$ cat config.mk
export PLATFORM = sky130hd
export DESIGN_NAME = wide_divider
export DESIGN_NICKNAME = d
export VERILOG_FILES = /design/src/rtl/wdiv_pkg.sv /design/src/rtl/wdiv_prep.sv /design/src/rtl/wdiv_core.sv /design/src/rtl/wdiv_fix.sv /design/src/rtl/wide_divider.sv
export SDC_FILE = /design/constraint.sdc
export NUM_CORES = 1
export LEC_CHECK = 0
export BUFFER_PORTS_ARGS = -buffer_cell sky130_fd_sc_hd__buf_2
export CAP_MARGIN = 10
export CORE_ASPECT_RATIO = 0.8
export CORE_MARGIN = 1.5
export CORE_UTILIZATION = 65
export CTS_CLUSTER_DIAMETER = 100
export CTS_CLUSTER_SIZE = 30
export DETAILED_ROUTE_END_ITERATION = 6
export PLACE_DENSITY = 0.92
export SETUP_SLACK_MARGIN = 0.05
export SYNTH_ARGS = -nofsm -noshare
export SYNTH_HDL_FRONTEND = slang
export SYNTH_SLANG_ARGS = --single-unit
$ cat constraint.sdc
create_clock -name clk -period 8.85 [get_ports clk]
set_input_delay 1.77 -clock clk [delete_from_list [all_inputs] [get_ports clk]]
set_output_delay 1.77 -clock clk [all_outputs]
set_load 0.02 [all_outputs]
$ cat src/rtl/wdiv_pkg.sv
package wdiv_pkg;

  localparam int FLAG_W = 5;
  localparam int FLG_C  = 0;
  localparam int FLG_V  = 1;
  localparam int FLG_Z  = 2;
  localparam int FLG_N  = 3;
  localparam int FLG_X  = 4;

  typedef enum logic [1:0] {
    ST_IDLE = 2'd0,
    ST_RUN  = 2'd1,
    ST_FIN  = 2'd2
  } wdiv_state_e;

  function automatic logic [FLAG_W-1:0] pack_flags(
    input logic x, input logic n, input logic z, input logic v, input logic c);
    logic [FLAG_W-1:0] f;
    f        = '0;
    f[FLG_X] = x;
    f[FLG_N] = n;
    f[FLG_Z] = z;
    f[FLG_V] = v;
    f[FLG_C] = c;
    return f;
  endfunction

endpackage

$ cat src/rtl/wdiv_prep.sv
module wdiv_prep #(
  parameter int W = 32
) (
  input  logic         signed_mode,
  input  logic [W-1:0] dvd_hi,
  input  logic [W-1:0] dvd_lo,
  input  logic [W-1:0] dvs,
  output logic [W-1:0] hi_mag,
  output logic [W-1:0] lo_mag,
  output logic [W-1:0] dvs_mag,
  output logic         neg_dvd,
  output logic         neg_dvs,
  output logic         dvs_zero,
  output logic         ovf_early,
  output logic         short_path
);

  localparam logic [W-1:0] ONE = {{(W-1){1'b0}}, 1'b1};

  // Two-word negate: the low word's carry out feeds the high word
  function automatic logic [2*W-1:0] neg_pair(input logic [W-1:0] hi, input logic [W-1:0] lo);
    logic [W:0]   lo_sum;
    logic [W-1:0] hi_n;
    lo_sum = {1'b0, ~lo} + {1'b0, ONE};
    hi_n   = ~hi + {{(W-1){1'b0}}, lo_sum[W]};
    return {hi_n, lo_sum[W-1:0]};
  endfunction

  function automatic logic [W-1:0] neg_word(input logic [W-1:0] v);
    return ~v + ONE;
  endfunction

  logic [2*W-1:0] dvd_neg;

  always_comb begin
    neg_dvd  = signed_mode & dvd_hi[W-1];
    neg_dvs  = signed_mode & dvs[W-1];
    dvd_neg  = neg_pair(dvd_hi, dvd_lo);
    hi_mag   = neg_dvd ? dvd_neg[2*W-1:W] : dvd_hi;
    lo_mag   = neg_dvd ? dvd_neg[W-1:0]   : dvd_lo;
    dvs_mag  = neg_dvs ? neg_word(dvs)    : dvs;
    dvs_zero = (dvs == '0);
  end

  // The quotient fits only when the high magnitude word is below the divisor
  assign ovf_early  = (hi_mag >= dvs_mag);
  assign short_path = (hi_mag == '0) && (dvs_mag > lo_mag);

endmodule

$ cat src/rtl/wdiv_core.sv
module wdiv_core #(
  parameter int W = 32
) (
  input  logic         clk,
  input  logic         rst_n,
  input  logic         load,
  input  logic [W-1:0] rem_init,
  input  logic [W-1:0] quo_init,
  input  logic [W-1:0] dvs_init,
  input  logic         step,
  output logic [W-1:0] rem_q,
  output logic [W-1:0] quo_q,
  output logic         last_step
);

  localparam int           CW   = (W > 1) ? $clog2(W) : 1;
  localparam logic [CW-1:0] LAST = CW'(W - 1);

  logic [W-1:0]  dvs_q;
  logic [CW-1:0] cnt_q;
  logic [2*W-1:0] nxt;

  // One restoring step: shift the pair left, subtract when it fits
  function automatic logic [2*W-1:0] restore_step(
    input logic [W-1:0] rem, input logic [W-1:0] quo, input logic [W-1:0] d);
    logic [W:0] trial;
    logic [W:0] diff;
    logic       fits;
    trial = {rem, quo[W-1]};
    diff  = trial - {1'b0, d};
    fits  = (trial >= {1'b0, d});
    return {(fits ? diff[W-1:0] : trial[W-1:0]), quo[W-2:0], fits};
  endfunction

  assign nxt       = restore_step(rem_q, quo_q, dvs_q);
  assign last_step = step && (cnt_q == LAST);

  always_ff @(posedge clk or negedge rst_n) begin
    if (!rst_n) begin
      rem_q <= '0;
      quo_q <= '0;
      dvs_q <= '0;
      cnt_q <= '0;
    end else if (load) begin
      rem_q <= rem_init;
      quo_q <= quo_init;
      dvs_q <= dvs_init;
      cnt_q <= '0;
    end else if (step) begin
      rem_q <= nxt[2*W-1:W];
      quo_q <= nxt[W-1:0];
      cnt_q <= cnt_q + 1'b1;
    end
  end

  AST_REM_BELOW_DIVISOR: assert property (@(posedge clk) disable iff (!rst_n)
    step |-> (rem_q < dvs_q));

  AST_STEP_COUNT_BOUND: assert property (@(posedge clk) disable iff (!rst_n)
    step && (cnt_q == LAST) |=> !step);

endmodule

$ cat src/rtl/wdiv_fix.sv
module wdiv_fix #(
  parameter int W = 32
) (
  input  logic         signed_mode,
  input  logic         neg_dvd,
  input  logic         neg_dvs,
  input  logic [W-1:0] qmag,
  input  logic [W-1:0] rmag,
  output logic [W-1:0] q_fix,
  output logic [W-1:0] r_fix,
  output logic         range_ovf
);

  localparam logic [W-1:0] ONE     = {{(W-1){1'b0}}, 1'b1};
  localparam logic [W-1:0] MIN_NEG = {1'b1, {(W-1){1'b0}}};

  function automatic logic [W-1:0] negate(input logic [W-1:0] v);
    return ~v + ONE;
  endfunction

  logic q_negative;

  always_comb begin
    q_negative = neg_dvd ^ neg_dvs;
    r_fix      = neg_dvd ? negate(rmag) : rmag;
    q_fix      = q_negative ? negate(qmag) : qmag;
    if (!signed_mode)     range_ovf = 1'b0;
    else if (q_negative)  range_ovf = (qmag > MIN_NEG);
    else                  range_ovf = qmag[W-1];
  end

endmodule

$ cat src/rtl/wide_divider.sv
module wide_divider
  import wdiv_pkg::*;
#(
  parameter int W = 32
) (
  input  logic              clk,
  input  logic              rst_n,
  input  logic              start,
  input  logic              signed_mode,
  input  logic [W-1:0]      dividend_hi,
  input  logic [W-1:0]      dividend_lo,
  input  logic [W-1:0]      divisor,
  input  logic [FLAG_W-1:0] flags_in,
  output logic              busy,
  output logic              done,
  output logic              div_zero,
  output logic [W-1:0]      quotient,
  output logic [W-1:0]      remainder,
  output logic [FLAG_W-1:0] flags_out
);

  wdiv_state_e state_q;

  logic [W-1:0] hi_mag, lo_mag, dvs_mag;
  logic         neg_dvd, neg_dvs, dvs_zero, ovf_early, short_path;
  logic         accept, core_load, core_step, last_step;
  logic [W-1:0] rem_core, quo_core;
  logic [W-1:0] q_fix, r_fix;
  logic         range_ovf, final_ovf;

  logic         mode_q, neg_dvd_q, neg_dvs_q, ovf_q;
  logic [W-1:0] orig_hi_q, orig_lo_q;
  logic         x_q, n_q, z_q;
  logic         done_q, dz_q;
  logic         vc_unused;

  assign vc_unused = flags_in[FLG_V] ^ flags_in[FLG_C];

  wdiv_prep #(.W(W)) u_prep (
    .signed_mode (signed_mode),
    .dvd_hi      (dividend_hi),
    .dvd_lo      (dividend_lo),
    .dvs         (divisor),
    .hi_mag      (hi_mag),
    .lo_mag      (lo_mag),
    .dvs_mag     (dvs_mag),
    .neg_dvd     (neg_dvd),
    .neg_dvs     (neg_dvs),
    .dvs_zero    (dvs_zero),
    .ovf_early   (ovf_early),
    .short_path  (short_path)
  );

  assign accept    = (state_q == ST_IDLE) && start;
  assign core_load = accept && !dvs_zero;
  assign core_step = (state_q == ST_RUN);

  wdiv_core #(.W(W)) u_core (
    .clk       (clk),
    .rst_n     (rst_n),
    .load      (core_load),
    .rem_init  (short_path ? lo_mag : hi_mag),
    .quo_init  (short_path ? '0 : lo_mag),
    .dvs_init  (dvs_mag),
    .step      (core_step),
    .rem_q     (rem_core),
    .quo_q     (quo_core),
    .last_step (last_step)
  );

  wdiv_fix #(.W(W)) u_fix (
    .signed_mode (mode_q),
    .neg_dvd     (neg_dvd_q),
    .neg_dvs     (neg_dvs_q),
    .qmag        (quo_core),
    .rmag        (rem_core),
    .q_fix       (q_fix),
    .r_fix       (r_fix),
    .range_ovf   (range_ovf)
  );

  assign final_ovf = ovf_q | range_ovf;

  always_ff @(posedge clk or negedge rst_n) begin
    if (!rst_n) begin
      state_q   <= ST_IDLE;
      mode_q    <= 1'b0;
      neg_dvd_q <= 1'b0;
      neg_dvs_q <= 1'b0;
      ovf_q     <= 1'b0;
      orig_hi_q <= '0;
      orig_lo_q <= '0;
      x_q       <= 1'b0;
      n_q       <= 1'b0;
      z_q       <= 1'b0;
      done_q    <= 1'b0;
      dz_q      <= 1'b0;
      quotient  <= '0;
      remainder <= '0;
      flags_out <= '0;
    end else begin
      done_q <= 1'b0;
      dz_q   <= 1'b0;
      case (state_q)
        ST_IDLE: begin
          if (accept) begin
            if (dvs_zero) begin
              dz_q <= 1'b1;
            end else begin
              mode_q    <= signed_mode;
              neg_dvd_q <= neg_dvd;
              neg_dvs_q <= neg_dvs;
              ovf_q     <= ovf_early;
              orig_hi_q <= dividend_hi;
              orig_lo_q <= dividend_lo;
              x_q       <= flags_in[FLG_X];
              n_q       <= flags_in[FLG_N];
              z_q       <= flags_in[FLG_Z];
              state_q   <= (ovf_early || short_path) ? ST_FIN : ST_RUN;
            end
          end
        end
        ST_RUN: begin
          if (last_step) state_q <= ST_FIN;
        end
        ST_FIN: begin
          done_q  <= 1'b1;
          state_q <= ST_IDLE;
          if (final_ovf) begin
            quotient  <= orig_lo_q;
            remainder <= orig_hi_q;
            flags_out <= pack_flags(x_q, n_q, z_q, 1'b1, 1'b0);
          end else begin
            quotient  <= q_fix;
            remainder <= r_fix;
            flags_out <= pack_flags(x_q, q_fix[W-1], (q_fix == '0), 1'b0, 1'b0);
          end
        end
        default: state_q <= ST_IDLE;
      endcase
    end
  end

  assign busy     = (state_q != ST_IDLE);
  assign done     = done_q;
  assign div_zero = dz_q;

  AST_DZ_NO_RESULT: assert property (@(posedge clk) disable iff (!rst_n)
    div_zero |-> !done && !busy);

  AST_REM_SIGN: assert property (@(posedge clk) disable iff (!rst_n)
    done && !flags_out[FLG_V] && mode_q && (remainder != '0) |-> remainder[W-1] == neg_dvd_q);

  AST_OVF_OUTPUTS: assert property (@(posedge clk) disable iff (!rst_n)
    done && flags_out[FLG_V] |-> !flags_out[FLG_C] && remainder == orig_hi_q && quotient == orig_lo_q);

  AST_NORMAL_FLAGS: assert property (@(posedge clk) disable iff (!rst_n)
    done && !flags_out[FLG_V] |-> !flags_out[FLG_C] && (flags_out[FLG_Z] == (quotient == '0)) && (flags_out[FLG_N] == quotient[W-1]));

  AST_DONE_PULSE: assert property (@(posedge clk) disable iff (!rst_n)
    done |=> !done);

  AST_DONE_NOT_BUSY: assert property (@(posedge clk) disable iff (!rst_n)
    done |-> !busy);

  AST_HOLD_RESULTS: assert property (@(posedge clk) disable iff (!rst_n)
    !done |-> $stable(quotient) && $stable(remainder) && $stable(flags_out));

  AST_START_IGNORED: assert property (@(posedge clk) disable iff (!rst_n)
    busy && start |=> $stable(orig_hi_q) && $stable(orig_lo_q) && $stable(mode_q));

endmodule

# Word-level counts from Yosys, hierarchy flattened
# Index checks and enable logic that the tools add are counted.
# totals
regBits	245
# op_classes
add_sub_neg	7
order_cmp	4
eq_ne	6
muxes	28
bitwise_logic	10
n_reduce_logical	14
# ops
op	count
$mux 32	14
$not 32->32	5
$add 32x1->32 const B	3
$logic_not 32->1	3
$add 32x1->33 const B	1
$ge 33x32->1	1
$add 32x1->32	1
$ge 32x32->1	1
$gt 32x32->1	1
$gt 32x32->1 const B	1
$sub 32x32->32	1
$mux 5	2
$mux 2	4
$mux 1	6
$ne 2x2->1 const B	3
$reduce_and 3->1	2
$add 5x1->5 const B	1
$eq 5x5->1 const B	1
$logic_and 1x1->1	4
$mux 4	1
$pmux 2 s2	1
$reduce_bool 2->1	2
$and 1x1->1	2
$eq 2x1->1 const B	1
7 further kinds	7

# Depth between registers and ports, before layout
# logic_depth
ltp_word	11
mapped_depth	23

# By module
# A second synthesis with hierarchy kept.
# unflattened
cells_unflattened	2097
area_unflattened_um2	18855.6
# by_module_without_submodules
mod	n_inst	cells_per_inst	area_per_inst_um2	seq_area_each_um2
wide_divider	1	544	6910.4	3578.4
wdiv_core	1	760	6466.2	2527.4
wdiv_prep	1	589	3988.8	0.0
wdiv_fix	1	204	1490.2	0.0

# Worst setup path after synthesis
# No wires, ideal clock.
# synth_path
path_kind	in2reg
from	input dividend_lo[6]
to	register state_q[1]
setup_time_ns	0.118
arrival_ns	6.625
t_required_ns	8.732
path_slack_ns	2.107
path_stages	21
path_buffers	0
path_cell_list	or4_1 -> or4_1 -> nor4_1 -> and2_1 -> and3b_1 -> ha_1 -> ha_1 -> or4b_2 -> o41ai_1 -> xor2_1 -> inv_1 -> ha_1 -> a21o_1 -> a21o_1 -> a21oi_1 -> or4_1 -> o211ai_1 -> a211o_1 -> a21oi_1 -> a21oi_1 -> a21o_1
# synth_via
elab_chain_cells	11
word_cells_on_any_way	14
# synth_lines
element	line_no	text
start, declared	wide_divider.sv:11	input logic [W-1:0] dividend_lo,
parallel branches: the longest is 6 deep, another holds $add 32x1->33	--	
$logic_or 1x1->1 *	wide_divider.sv:119	state_q <= (ovf_early || short_path) ? ST_FIN : ST_RUN;
$mux 2 *	wide_divider.sv:119	
$mux 2 *	wide_divider.sv:107	if (dvs_zero) begin
$mux 2 *	wide_divider.sv:106	if (accept) begin
$pmux 2 s2 *	wide_divider.sv:104	case (state_q)
end signal, assigned	wide_divider.sv:119	
end, declared	wide_divider.sv:22	wdiv_state_e state_q;
# Mark *: on every way between the ends. The select of a mux whose other input is x is not followed.
# A chain may end at the register's enable or synchronous reset.

# Final worst setup path
# Same ends and word-level chain as after synthesis.

==> out/results.txt <==
EDFF count, synth - 0
Final Cycle Share - 0.839
global-route wire length before repair - 88400 µm
die extent in x - 188 µm
non-filler cells, final - 2665
Synth Register Bits - 244
reg2reg path depth - 8
initial antenna violation count - 1
Seq/Total Area, Yosys - 0.345
most used cell along the critical path - a21oi_1
Placeable Area - 26500 µm²
Layout area overhead - 8.03%
DP HPWL - 44300 µm
CP Launch Type - primary input
Post-CTS Resized - 0
hold path start - orig_lo_q[28]
mean area per synthesized cell - 7.97 µm²
initial core utilization - 0.668
Synth top area share - 0.345
reg2reg setup slack - 4470 ps
clk sinks - 244
drt pass-1 iters - 7
CTS tree - yes
via count - 17400
P_leak - 8.97 nW
Total Routed Length - 57900 µm
Slew HR - 0.230
RSZ-0062 raised after global routing - false
critical path's slowest cell - or4_1
Synth area leader - dfrtp_1
via density per instance - 6.52
worst hold path endpoint - orig_lo_q[28]
critical path arrival - 7840 ps
largest net degree at the start of global routing - 106
drt initial violations - 2084
final setup vio count - 0
clock slew at reported path FFs - 110 ps
Root Buffer - clkbuf_16
Worst R2R End - quotient[0]
worst skew pair latency - 520 ps
max-cap viol count - 0
I/O pin count - 177
setup TNS - 0 ps
vias in the first global route - 15900
Worst Setup End Kind - register
I/O Buffers - 173
Die ar. - 28300 µm²
Overall Global Routing Usage - 0.404
worst reg2reg path startpoint - u_core.quo_q[8]
Required @ worst endpoint - 9260 ps
PwrDens - 402 nW/µm²
DRC - 0
nets@finish - 2515
Post-Syn Area - 17700 µm²
CP max FO - 9
Hold WC Path Type - register to register
CP Class - primary input to register
clk buf depth - 3
worst setup path start - dividend_lo[6]
antenna viol nets, final - 0
Gate Count Post-Synth - 2222
Slowest Stage Delay on Critical Path - 660 ps
Post-CTS Setup Inserts - 0
status - finished clean
Rows - 53
Max Clk Rate - 135 MHz
worst-margin pin slew - 1160 ps
Hold Crit Depth - 2
Die Y - 151 µm
CP cell instances - buf_2 > or4_1 > or4_1 > nor4_1 > buf_4 > and2_1 > and3b_1 > ha_1 > or3b_2 > nor2_1 > a21oi_1 > xor2_1 > ha_1 > a21o_1 > a21o_1 > a21oi_1 > a21boi_0 > a211o_1 > a21oi_1 > a21oi_1 > a21o_1
Period minus WS final - 7430 ps
TritonCTS buffer count - 12
Slew Viols, Final - 0
Top FF cell, synth - dfrtp_1
hold_buf cts - 0
DR WL/cell - 21.7 µm
dpl cells - 2648
global placement routability congestion - 1.04
FFs w/ async S/R, synth - 1.00
layout cell share with drive strength beyond 1 - 0.110
Syn Nets - 2432
Filler cells - 2085
Worst Clk Skew - 44.9 ps
synth warn - 0
VDD IR-drop max - 0.000338 V
Fin. Hold Viols - 0
Yosys cell types - 77
top cells by area, synth - dfrtp_1 (34%), nand2_1 (9.7%), ha_1 (7.3%)
gr ovfl total - 0
H-Tree Level Count - 1
-- synth_stat cells, types with 10 or more instances --
master,count
o41ai_1,15
or4_1,19
o31ai_1,30
nand3_1,37
nand2b_1,15
o21ai_0,258
nand4_1,29
a22oi_1,31
xor2_1,87
and3_1,12
nor2b_1,10
clkbuf_1,104
nand2_1,460
a21oi_1,110
a31oi_1,15
a21o_1,35
o211ai_1,12
inv_1,99
or3_1,16
nor3_1,37
xnor2_1,94
nor2_1,117
buf_1,17
dfrtp_1,244
mux2i_1,30
ha_1,104
nor4_1,28
-- worst max path at each step --
stage                 endpoint  cells after the start  slack [ps]
floorplan           state_q[1]                     21        2110
global placement    state_q[1]                     23        1210
detailed placement  state_q[1]                     23        1070
CTS                 state_q[1]                     23        1580
global route        state_q[1]                     23        1100
finish              state_q[1]                     21        1420
-- placed cells by master, fill, tap and decap left out, drive strengths merged, types with 10 or more instances in the layout --
master / netlist / final
a21o: 35 / 35
a21oi: 111 / 111
a22oi: 31 / 31
a31oi: 15 / 15
and3: 12 / 12
buf: 27 / 200
clkbuf: 104 / 14
dfrtp: 244 / 244
ha: 104 / 104
inv: 99 / 99
mux2i: 30 / 30
nand2: 460 / 460
nand2b: 15 / 15
nand3: 37 / 37
nand4: 29 / 29
nor2: 117 / 117
nor2b: 10 / 10
nor3: 38 / 38
nor4: 28 / 28
o211ai: 16 / 16
o21ai: 264 / 264
o31ai: 30 / 30
o41ai: 16 / 16
or3: 17 / 17
or4: 19 / 19
xnor2: 94 / 94
xor2: 87 / 87
-- sequential cells by signal, indices dropped and copies added (netlist names) --
signal / cells
orig_hi_q: 32
orig_lo_q: 32
quotient: 32
remainder: 32
u_core.dvs_q: 32
u_core.quo_q: 32
u_core.rem_q: 32
u_core.cnt_q: 5
flags_out: 4
state_q: 2
div_zero: 1
done: 1
mode_q: 1
n_q: 1
neg_dvd_q: 1
neg_dvs_q: 1
ovf_q: 1
x_q: 1
z_q: 1
-- per-stage QoR --
stage | util | hold WS [ps] | cell area [µm²] | total power [mW] | setup WS [ps]
3_3_place_gp | 0.707 | 452 | 18800 | 6.69 | 1210
6_report | 0.721 | 480 | 19100 | 7.69 | 1420
4_1_cts | 0.721 | 483 | 19100 | 7.54 | 1580
5_1_grt | 0.721 | 505 | 19100 | 8.23 | 1100
2_1_floorplan | - | 439 | 17700 | 5.51 | 2110
3_5_place_dp | 0.707 | 457 | 18800 | 6.87 | 1070
-- area by class of cell --
| type | count | area (µm²) | area share |
|---|---|---|---|
| sequential | 244 | 6110 | 0.319 |
| clock buffer | 14 | 339 | 0.0177 |
| antenna | 2 | 5.00 | 0.000262 |
| timing repair buffer | 200 | 1080 | 0.0564 |
| clock inverter | 1 | 30.0 | 0.00157 |
| multi-input combinational | 1748 | 10800 | 0.562 |
| tap | 357 | 447 | 0.0233 |
| inverter | 99 | 372 | 0.0194 |
-- cell families after synthesis --
kind of cell / Yosys count / share of synthesized area
AO/OA/AOI/OAI: 607 / 0.212
XOR/XNOR: 181 / 0.0895
adder cells (fa/ha/maj): 105 / 0.0746
buffers and inverters: 230 / 0.0514
flip-flops: 244 / 0.345
multiplexers: 37 / 0.0216
other: 1 / 0.000212
AND/OR/NAND/NOR: 817 / 0.206
-- layer usage --
layer | GRT usage | up-vias | wire [µm]
li1 | - | 7931 | -
met3 | 0.0928 | 164 | 7880
met1 | 0.591 | 8176 | 24100
met5 | 0 | - | 0
met4 | 0.140 | 0 | 2240
met2 | 0.585 | 1104 | 23700
-- power by group --
part	switching, mW	internal [mW]	total (mW)
Sequential	0.542	1.66	2.20
Combinational	2.99	1.83	4.82
Clock	0.383	0.282	0.665
-- critical path: cells and delay by family --
family	cells	cell delay (ps)
AND/OR/NAND/NOR	7	2730
AO/OA/AOI/OAI	9	2020
adder cells (fa/ha/maj)	2	510
XOR/XNOR	1	460
buffers and inverters	2	330
No activity file was read; power rests on OpenSTA's default activity.
